File: src/rtl/gpio_pkg.sv
`timescale 1ns/1ps
// Package: field positions, masks and mode codes shared by the pin bank.
package gpio_pkg;
    localparam int CFG_W      = 32;
    localparam int DATA_BIT   = 0;
    localparam int MODE_LSB   = 1;
    localparam int FUNC_LSB   = 5;
    localparam int GRP_LSB    = 16;
    localparam int LOCK_BIT   = 21;

    // bits a write may touch when unlocked
    localparam logic [CFG_W-1:0] CFG_RW_MASK   = 32'h00E7_8FEF;
    // bits a write may touch when locked
    localparam logic [CFG_W-1:0] CFG_LOCK_MASK = 32'h0020_0001;
    localparam logic [CFG_W-1:0] CFG_RESET     = 32'h0000_000E;

    typedef enum logic [2:0] {
        MODE_IN_QUIET = 3'd0,
        MODE_OUT      = 3'd1,
        MODE_LVL_HI   = 3'd2,
        MODE_LVL_LO   = 3'd3,
        MODE_RISE     = 3'd4,
        MODE_FALL     = 3'd5,
        MODE_BOTH     = 3'd6,
        MODE_IN_OFF   = 3'd7
    } pin_mode_e;
endpackage

File: src/rtl/gpio_sync.sv
`timescale 1ns/1ps
// Module: gpio_sync
// Flop chain that brings an asynchronous level into the clk domain.
// Assumes STAGES >= 2. The chain resets to 0.
module gpio_sync #(
    parameter int STAGES = 2
) (
    input  logic clk,
    input  logic rst_n,
    input  logic d,
    output logic q
);
    logic [STAGES-1:0] chain;

    // shift the pad level through the chain
    always_ff @(posedge clk) begin
        if (!rst_n) chain <= '0;
        else        chain <= {chain[STAGES-2:0], d};
    end

    assign q = chain[STAGES-1];
endmodule

File: src/rtl/gpio_pin_cell.sv
`timescale 1ns/1ps
// Module: gpio_pin_cell
// One pin: its configuration word, lock-filtered write, the input
// synchronizer, the sense logic and the read word.
// Assumes wr_en is already decoded for this pin.
module gpio_pin_cell
    import gpio_pkg::*;
#(
    parameter int SYNC_STAGES = 2
) (
    input  logic             clk,
    input  logic             rst_n,
    input  logic             wr_en,
    input  logic [CFG_W-1:0] wdata,
    input  logic             pad_in,
    output logic [CFG_W-1:0] cfg_q,
    output logic [CFG_W-1:0] rd_word,
    output logic             pad_out,
    output logic             pad_oe,
    output logic             irq_event
);
    logic [CFG_W-1:0] cfg_r;
    logic [CFG_W-1:0] wmask;
    logic             lvl;
    logic             lvl_prev;
    logic             sense_hit;
    pin_mode_e        mode;

    gpio_sync #(.STAGES(SYNC_STAGES)) u_sync (
        .clk  (clk),
        .rst_n(rst_n),
        .d    (pad_in),
        .q    (lvl)
    );

    assign mode  = pin_mode_e'(cfg_r[MODE_LSB +: 3]);
    assign wmask = cfg_r[LOCK_BIT] ? CFG_LOCK_MASK : CFG_RW_MASK;

    // configuration word, updated only in its permitted bits
    always_ff @(posedge clk) begin
        if (!rst_n)     cfg_r <= CFG_RESET;
        else if (wr_en) cfg_r <= (cfg_r & ~wmask) | (wdata & wmask);
    end

    // sense condition for the current mode
    always_comb begin
        case (mode)
            MODE_LVL_HI: sense_hit = lvl;
            MODE_LVL_LO: sense_hit = !lvl;
            MODE_RISE:   sense_hit = lvl && !lvl_prev;
            MODE_FALL:   sense_hit = !lvl && lvl_prev;
            MODE_BOTH:   sense_hit = lvl ^ lvl_prev;
            default:     sense_hit = 1'b0;
        endcase
    end

    // previous sample and registered event
    always_ff @(posedge clk) begin
        if (!rst_n) begin
            lvl_prev  <= 1'b0;
            irq_event <= 1'b0;
        end else begin
            lvl_prev  <= lvl;
            irq_event <= sense_hit;
        end
    end

    assign cfg_q   = cfg_r;
    assign pad_oe  = (mode == MODE_OUT);
    assign pad_out = cfg_r[DATA_BIT];
    assign rd_word = {cfg_r[CFG_W-1:1], (mode == MODE_OUT) ? cfg_r[DATA_BIT] : lvl};
endmodule

File: src/rtl/gpio_pin_bank.sv
`timescale 1ns/1ps
// Module: gpio_pin_bank
// Bank of NUM_PINS pin cells behind a word-per-pin register bus.
// Assumes NUM_PINS fits in the word index of ADDR_W byte addresses.
// Reads are combinational; writes take effect on the rising edge.
module gpio_pin_bank
    import gpio_pkg::*;
#(
    parameter int NUM_PINS    = 8,
    parameter int ADDR_W      = 8,
    parameter int SYNC_STAGES = 2
) (
    input  logic                  clk,
    input  logic                  rst_n,
    input  logic                  bus_wr,
    input  logic                  bus_rd,
    input  logic [ADDR_W-1:0]     bus_addr,
    input  logic [CFG_W-1:0]      bus_wdata,
    output logic [CFG_W-1:0]      bus_rdata,
    input  logic [NUM_PINS-1:0]   pad_in,
    output logic [NUM_PINS-1:0]   pad_out,
    output logic [NUM_PINS-1:0]   pad_oe,
    output logic [2*NUM_PINS-1:0] pad_func,
    output logic [3*NUM_PINS-1:0] irq_grp,
    output logic [NUM_PINS-1:0]   irq_event
);
    localparam int WIDX_W = ADDR_W - 2;

    logic [WIDX_W-1:0]         word_idx;
    logic                      aligned;
    logic [NUM_PINS-1:0]       sel;
    logic [CFG_W-1:0]          rd_words [NUM_PINS];
    logic [NUM_PINS*CFG_W-1:0] cfg_flat;
    logic [CFG_W-1:0]          rd_acc;

    assign word_idx = bus_addr[ADDR_W-1:2];
    assign aligned  = (bus_addr[1:0] == 2'b00);

    for (genvar i = 0; i < NUM_PINS; i++) begin : g_pin
        logic [CFG_W-1:0] cfg_i;

        // address match for this pin
        assign sel[i] = aligned && (word_idx == WIDX_W'(i));

        gpio_pin_cell #(.SYNC_STAGES(SYNC_STAGES)) u_cell (
            .clk      (clk),
            .rst_n    (rst_n),
            .wr_en    (bus_wr && sel[i]),
            .wdata    (bus_wdata),
            .pad_in   (pad_in[i]),
            .cfg_q    (cfg_i),
            .rd_word  (rd_words[i]),
            .pad_out  (pad_out[i]),
            .pad_oe   (pad_oe[i]),
            .irq_event(irq_event[i])
        );

        assign cfg_flat[i*CFG_W +: CFG_W] = cfg_i;
        assign pad_func[2*i +: 2]         = cfg_i[FUNC_LSB +: 2];
        assign irq_grp[3*i +: 3]          = cfg_i[GRP_LSB +: 3];
    end

    // read multiplexer over the selected pin
    always_comb begin
        rd_acc = '0;
        for (int i = 0; i < NUM_PINS; i++)
            if (sel[i]) rd_acc |= rd_words[i];
    end

    assign bus_rdata = bus_rd ? rd_acc : '0;
endmodule

File: config.mk
export PLATFORM = sky130hd
export DESIGN_NAME = gpio_pin_bank
export DESIGN_NICKNAME = d
export VERILOG_FILES = /design/src/rtl/gpio_pkg.sv /design/src/rtl/gpio_sync.sv /design/src/rtl/gpio_pin_cell.sv /design/src/rtl/gpio_pin_bank.sv
export SDC_FILE = /design/constraint.sdc
export NUM_CORES = 1
export LEC_CHECK = 0
export BUFFER_PORTS_ARGS = -buffer_cell sky130_fd_sc_hd__buf_2
export CAP_MARGIN = 40
export CORE_MARGIN = 2
export CORE_UTILIZATION = 61
export CTS_CLUSTER_SIZE = 40
export DETAILED_ROUTE_END_ITERATION = 6
export HOLD_SLACK_MARGIN = 0.06
export PLACE_DENSITY = 0.86
export SLEW_MARGIN = 20
export SYNTH_ARGS = -nofsm -noshare
export SYNTH_HDL_FRONTEND = slang
export SYNTH_SLANG_ARGS = --single-unit
File: constraint.sdc
create_clock -name clk -period 4.7 [get_ports clk]
set_clock_uncertainty 0.05 [all_clocks]
set_input_delay 0.705 -clock clk [delete_from_list [all_inputs] [get_ports clk]]
set_output_delay 0.705 -clock clk [all_outputs]
set_load 0.01 [all_outputs]
==> results.toml, run 1 <==
[run_status]
status = "finished, final reports clean"

[synth]
synth_area_um2 = 8880
synth-simple-area-share_pct = 22.7
synthAdderAreaFrac_pct = 2.25
ys_seq_area_share_pct = 39.7
ys_ff_latch = 176
netlist_top_cells_area = "dfxtp_1 (40%), nand2_1 (11%), buf_4 (6.6%)"
synth_top_family_by_area = "simple AND/OR/NAND/NOR gates"
synth_xor_area_share_pct = 0
synth.most_common_cell = "nand2_1"
netlist_instances = 1051
synth_top_area_share_pct = 39.7
yosys_warnings = 0
synth-edff-count = 0
synth_area_leader_cell = "dfxtp_1"
syn_area_per_cell_um2 = 8.45
async_flop_share_pct = 0
synth.area.mux_share_pct = 8.42
synth_cell_types = 50
synth_commonest_cells = "nand2_1 (264), dfxtp_1 (176), buf_4 (78)"
synth-compound-area-share_pct = 15.4
synth-main-ff-cell = "dfxtp_1"

[timing]
setup_tns_ps = 0
slew_headroom_pct = 38.3
worst_pin_slew_ps = 925
period_needed_ps = 3600
finalCritPeriodShare_pct = 76.5
hold_viol = 0
layout_setup_ws_ps = 1100
setup_viol = 0
slew_violations = 0
grt_setup_unrepaired = "false"
fmax_mhz = 278

[setup_path]
max_stage_delay_ps = 420
crit_type = "in -> out"
path_cells = "buf_2 > buf_4 > nor4b_4 > and2_0 > a32oi_1 > a41oi_1 > buf_2"
start_kind = "primary input"
slowest_stage = "buf_4"
crit_top_cell = "buf_2"
crit_required_ps = 3940
crit_path_end_kind = "primary output"
path_buf_inv = 3
critPathArrivalTime_ps = 2840
crit_path_max_fanout = 22
cp_top_family = "buffers and inverters"

[power]
p_total_mw = 3.07
ir_drop_v = 0.000283
cellPowerDensity_nw_per_um2 = 322
power_leakage_nw = 3.97

[place]
hpwl_um = 15700
place.gp.congestion = 0.869
dp_slack_ps = 1160
port_buffers = 119

[clock_network]
clk_pin_slew_ps = 60
postCtsSetupBuffers = 0
numCtsBuffers = 17
ctsResizeCount = 0
clkSinkCount = 176
cts_tree = "built"
cts_buffer_depth = 2
worstSkewPairLatency_ps = 430
cts-root-buf = "clkbuf_16"
htree_levels = 4
ctsHoldBuffers = 0

[final_layout]
layout-drive-gt1-share_pct = 19.4
nNetsFinal = 1126
nFillCells = 1126
areaGrowthSynthToFinish_pct = 7.31
multi_input_area_um2 = 4380
n_antenna_cell = 0
register_area_um2 = 3520

[floorplan]
std_cell_rows = 44
dieArea_um2 = 15500
core_area_um2 = 14400
start_util_pct = 61.8
ios = 148
dieWidth_um = 125
die_h_um = 125

[global_routing]
overflow = 0
grt_pass1_vias = 7211
antenna_found_initial = 0
grtUsageTotal_pct = 30.3
grt_max_degree = 95
grt_first_pass_wirelength_um = 37500

[drt]
vias = 7453
drt-total-wl_um = 23700
vias_per_cell = 5.95
routedWlPerCell_um = 18.9
drc = 0
ant_nets = 0
drtIter0Drc = 848
firstDrtPassIters = 5

[job]
drv_cap = 0

[min_path]
hp-class = "reg -> reg"
==> layout by cell type, fill, tap and decap left out, drive strengths merged, types with 2 or more instances in the layout <==
cell        n
o221ai      3
bufinv      2
nor4b       3
clkinvlp    2
a21oi      17
a22oi      19
nor4        2
and3        5
conb       14
nor3b       7
o2111a      3
nor2       37
nand3      42
a21boi     93
inv        19
ha         16
or2         7
nand2     264
a31o        5
nand4       2
o22ai       3
dfxtp     176
mux2       10
a221oi     14
clkinv      5
o21ai      27
clkbuf     20
mux4       14
mux2i      32
nor3        4
buf       134
and2       29
nor2b      31
==> path summary, 6_finish.rpt <==
check / cells after the start / slack, ps / end / start
setup / recovery: 7 / 1100 / bus_rdata[0] / bus_addr[4]
hold / removal: 1 / 380 / g_pin[4].u_cell.u_sync.chain[1] / g_pin[4].u_cell.u_sync.chain[0]
setup reg to reg: 4 / 2900 / flip-flop / g_pin[4].u_cell.cfg_q[21]
hold reg to reg: 1 / 380 / g_pin[4].u_cell.u_sync.chain[1] / g_pin[4].u_cell.u_sync.chain[0]
==> power by group <==
group	total, mW	leakage (nW)	internal (mW)	switching, mW
sequential	1.51	1.42	1.50	0.00744
combinational	0.175	2.27	0.0628	0.112
clock	1.39	0.278	0.803	0.582
total	3.07	3.97	2.37	0.702
==> layout make-up <==
cell class | instances | area share [%]
Clock buffer | 20 | 4.79
Clock inverter | 10 | 1.18
Inverter | 18 | 0.709
Multi-Input combinational cell | 711 | 46.0
Sequential cell | 176 | 37.0
Tap cell | 184 | 2.42
Timing Repair Buffer | 134 | 7.94
==> routing by layer <==
layer	GRT usage [%]	vias to the layer above	wire [µm]
met5	0	-	0
met4	14.3	0	969
met3	7.30	83	2190
met2	48.5	427	11000
met1	38.6	3499	9520
li1	-	3444	-
==> kinds of logic after synthesis <==
logic type	Yosys count
simple gates	434
compound gates	191
buf+inv	177
flops	176
mux	56
fa+ha+maj	16
other cells	1
==> stage by stage <==
step / std cells / instance area [µm²] / util [%] / hold slack, ps
floorplan: 1064 / 8930 / - / 362
global placement: 1214 / 8850 / 61.6 / 363
detailed placement: 1222 / 8950 / 62.3 / 372
CTS: 1252 / 9520 / 66.3 / 386
global route: 1253 / 9530 / 66.3 / 395
finish: 1253 / 9530 / 66.3 / 384
No activity file was read; power rests on OpenSTA's default activity.
==> inputs of run 2 (changes only) <==
Settings changed: ABC_AREA set to 1, CORE_UTILIZATION 61 to 51, PLACE_DENSITY 0.86 to 0.77.
Clock period 4.7 ns to 3.2 ns, I/O delays scaled along.
==> run 2 against run 1 <==
  * Power grew 50%
  * Count of clock-buffer cells in the layout grew 3
  * Register-to-register slack lost 980 ps
  * Largest cell class unchanged
==> results.toml, run 2 <==
[clock_network]
clk_pin_slew_ps = 60
postCtsSetupBuffers = 0
cts-root-buf = "clkbuf_16"
ctsHoldBuffers = 0
cts_tree = "built"
ctsResizeCount = 0
numCtsBuffers = 17
worstSkewPairLatency_ps = 430
clkSinkCount = 176
htree_levels = 4
cts_buffer_depth = 2

[setup_path]
cp_top_family = "simple AND/OR/NAND/NOR gates"
max_stage_delay_ps = 380
path_buf_inv = 3
crit_path_max_fanout = 18
critPathArrivalTime_ps = 2170
start_kind = "primary input"
slowest_stage = "o21ai_0"
crit_path_end_kind = "primary output"
crit_required_ps = 2670
crit_type = "in -> out"
path_cells = "buf_2 > inv_1 > nand2_1 > nor2_1 > nand2_2 > o21ai_0 > nor2_1 > a21oi_1 > buf_2"

[final_layout]
layout-drive-gt1-share_pct = 15.1
layout_common_cells = "nand2_1 (280), nor2_1 (277), dfxtp_1 (176)"
multi_input_area_um2 = 4030
register_area_um2 = 3520
nFillCells = 1634
layout.cells.non_filler = 1533
stdcell_area_um2 = 9570
final_common_cell = "nand2_1"
nNetsFinal = 1362
areaGrowthSynthToFinish_pct = 8.37

[synth]
synth.most_common_cell = "nand2_1"
synth-compound-area-share_pct = 13.7
synth_cell_types = 32
synth_xor_area_share_pct = 0
ys_seq_area_share_pct = 39.9
syn_area_per_cell_um2 = 6.99
yosys_warnings = 0
synthAdderAreaFrac_pct = 2.27
netlist_instances = 1263
synth_area_um2 = 8830
synth-edff-count = 0
synth_top_area_share_pct = 39.9
synth-main-ff-cell = "dfxtp_1"
ys_ff_latch = 176
synth_commonest_cells = "nand2_1 (280), nor2_1 (277), dfxtp_1 (176)"
synth_top_family_by_area = "simple AND/OR/NAND/NOR gates"
synth.area.mux_share_pct = 0
netlist_top_cells_area = "dfxtp_1 (40%), nand2_1 (12%), nor2_1 (12%)"
async_flop_share_pct = 0
synth-simple-area-share_pct = 29.1
synth_area_leader_cell = "dfxtp_1"

[place]
place.gp.congestion = 0.887
placed_cell_area_um2 = 8940
port_buffers = 119
hpwl_um = 15100
place_inst = 1500

[floorplan]
core_area_um2 = 17100
start_util_pct = 51.6
die_h_um = 136
ios = 148
std_cell_rows = 48
dieWidth_um = 136
dieArea_um2 = 18400

[timing]
slew_violations = 0
fmax_mhz = 371
worst_pin_slew_ps = 624
grt_setup_unrepaired = "false"
period_needed_ps = 2700
slew_headroom_pct = 58.2
setup_tns_ps = 0
hold_viol = 0
finalCritPeriodShare_pct = 84.3
setup_viol = 0

[drt]
vias = 7859
routedWlPerCell_um = 14.5
drc = 0
drtIter0Drc = 711
drt-total-wl_um = 22200
vias_per_cell = 5.13
firstDrtPassIters = 5
ant_nets = 0

[global_routing]
overflow = 0
grt_max_degree = 98
grtUsageTotal_pct = 24.3
grt_pass1_vias = 7085
grt_first_pass_wirelength_um = 35300
antenna_found_initial = 1

[power]
power_leakage_nw = 4.94
cellPowerDensity_nw_per_um2 = 480
ir_drop_v = 0.000394

[run_status]
status = "finished, final reports clean"

[min_path]
hp-class = "in -> reg"

[job]
drv_cap = 0
[run 2: cell types whose count changed in the layout (fill, tap and decap cells not counted), sizes merged, moves of 19 or more]
cell,before,now
o21ai,27,152
nand3,42,18
o211ai,1,26
a21boi,93,0
nand2,264,291
mux2i,32,0
nor2b,31,0
nor2,37,292
inv,19,111
and2,29,0
a22oi,19,0
[run 2: worst register-to-register path, cell delays in order, from the launching register on]
cell     delay [ps]
dfxtp_1         310
inv_1           100
nand3_2         230
buf_4           280
o21ai_0         160
nor2_1           50
[run 2: kinds of logic (layout without fill, tap and decap cells)]
group           after synthesis  after routing
simple gates                608            608
buf+inv                     242            273
flops                       176            176
compound gates              220            220
other cells                   1             15
fa+ha+maj                    16             16
[run 2: routing by layer]
metal	GRT usage [%]	up-vias	wire, µm
li1	-	3946	-
met4	7.87	0	373
met1	32.4	3602	10100
met5	0	-	0
met3	5.20	40	1460
met2	39.2	271	10300
[run 2: worst paths after layout]
| path | cells after the start | slack, ps | endpoint | startpoint |
|---|---|---|---|---|
| min reg2reg | 2 | 360 | g_pin[0].u_cell.u_sync.chain[1] | g_pin[0].u_cell.u_sync.chain[0] |
| min | 3 | 170 | g_pin[0].u_cell.u_sync.chain[0] | pad_in[0] |
| max reg2reg | 5 | 1920 | flip-flop | g_pin[5].u_cell.cfg_q[21] |
| max | 9 | 500 | bus_rdata[17] | bus_addr[5] |
[run 2: report_power, final]
part	switching [mW]	internal (mW)	total (mW)
clock	0.858	1.33	2.19
combinational	0.141	0.0537	0.195
sequential	0.0107	2.21	2.22
total	1.01	3.59	4.60
[run 2: stage by stage]
step	worst slack (ps)	power [mW]	hold slack [ps]	utilization, %
detailed placement	522	2.46	349	52.3
global route	323	4.73	183	55.9
global placement	532	2.45	342	52.3
floorplan	1130	2.39	340	-
finish	502	4.60	169	55.9
CTS	522	4.61	165	55.9
[run 2: layout make-up]
cell class	count	share of cell area, %
Antenna cell	1	0.0261
Clock buffer	23	5.20
Clock inverter	9	1.35
Inverter	112	4.39
Multi-Input combinational cell	858	42.1
Sequential cell	176	36.8
Tap cell	225	2.94
Timing Repair Buffer	129	7.16
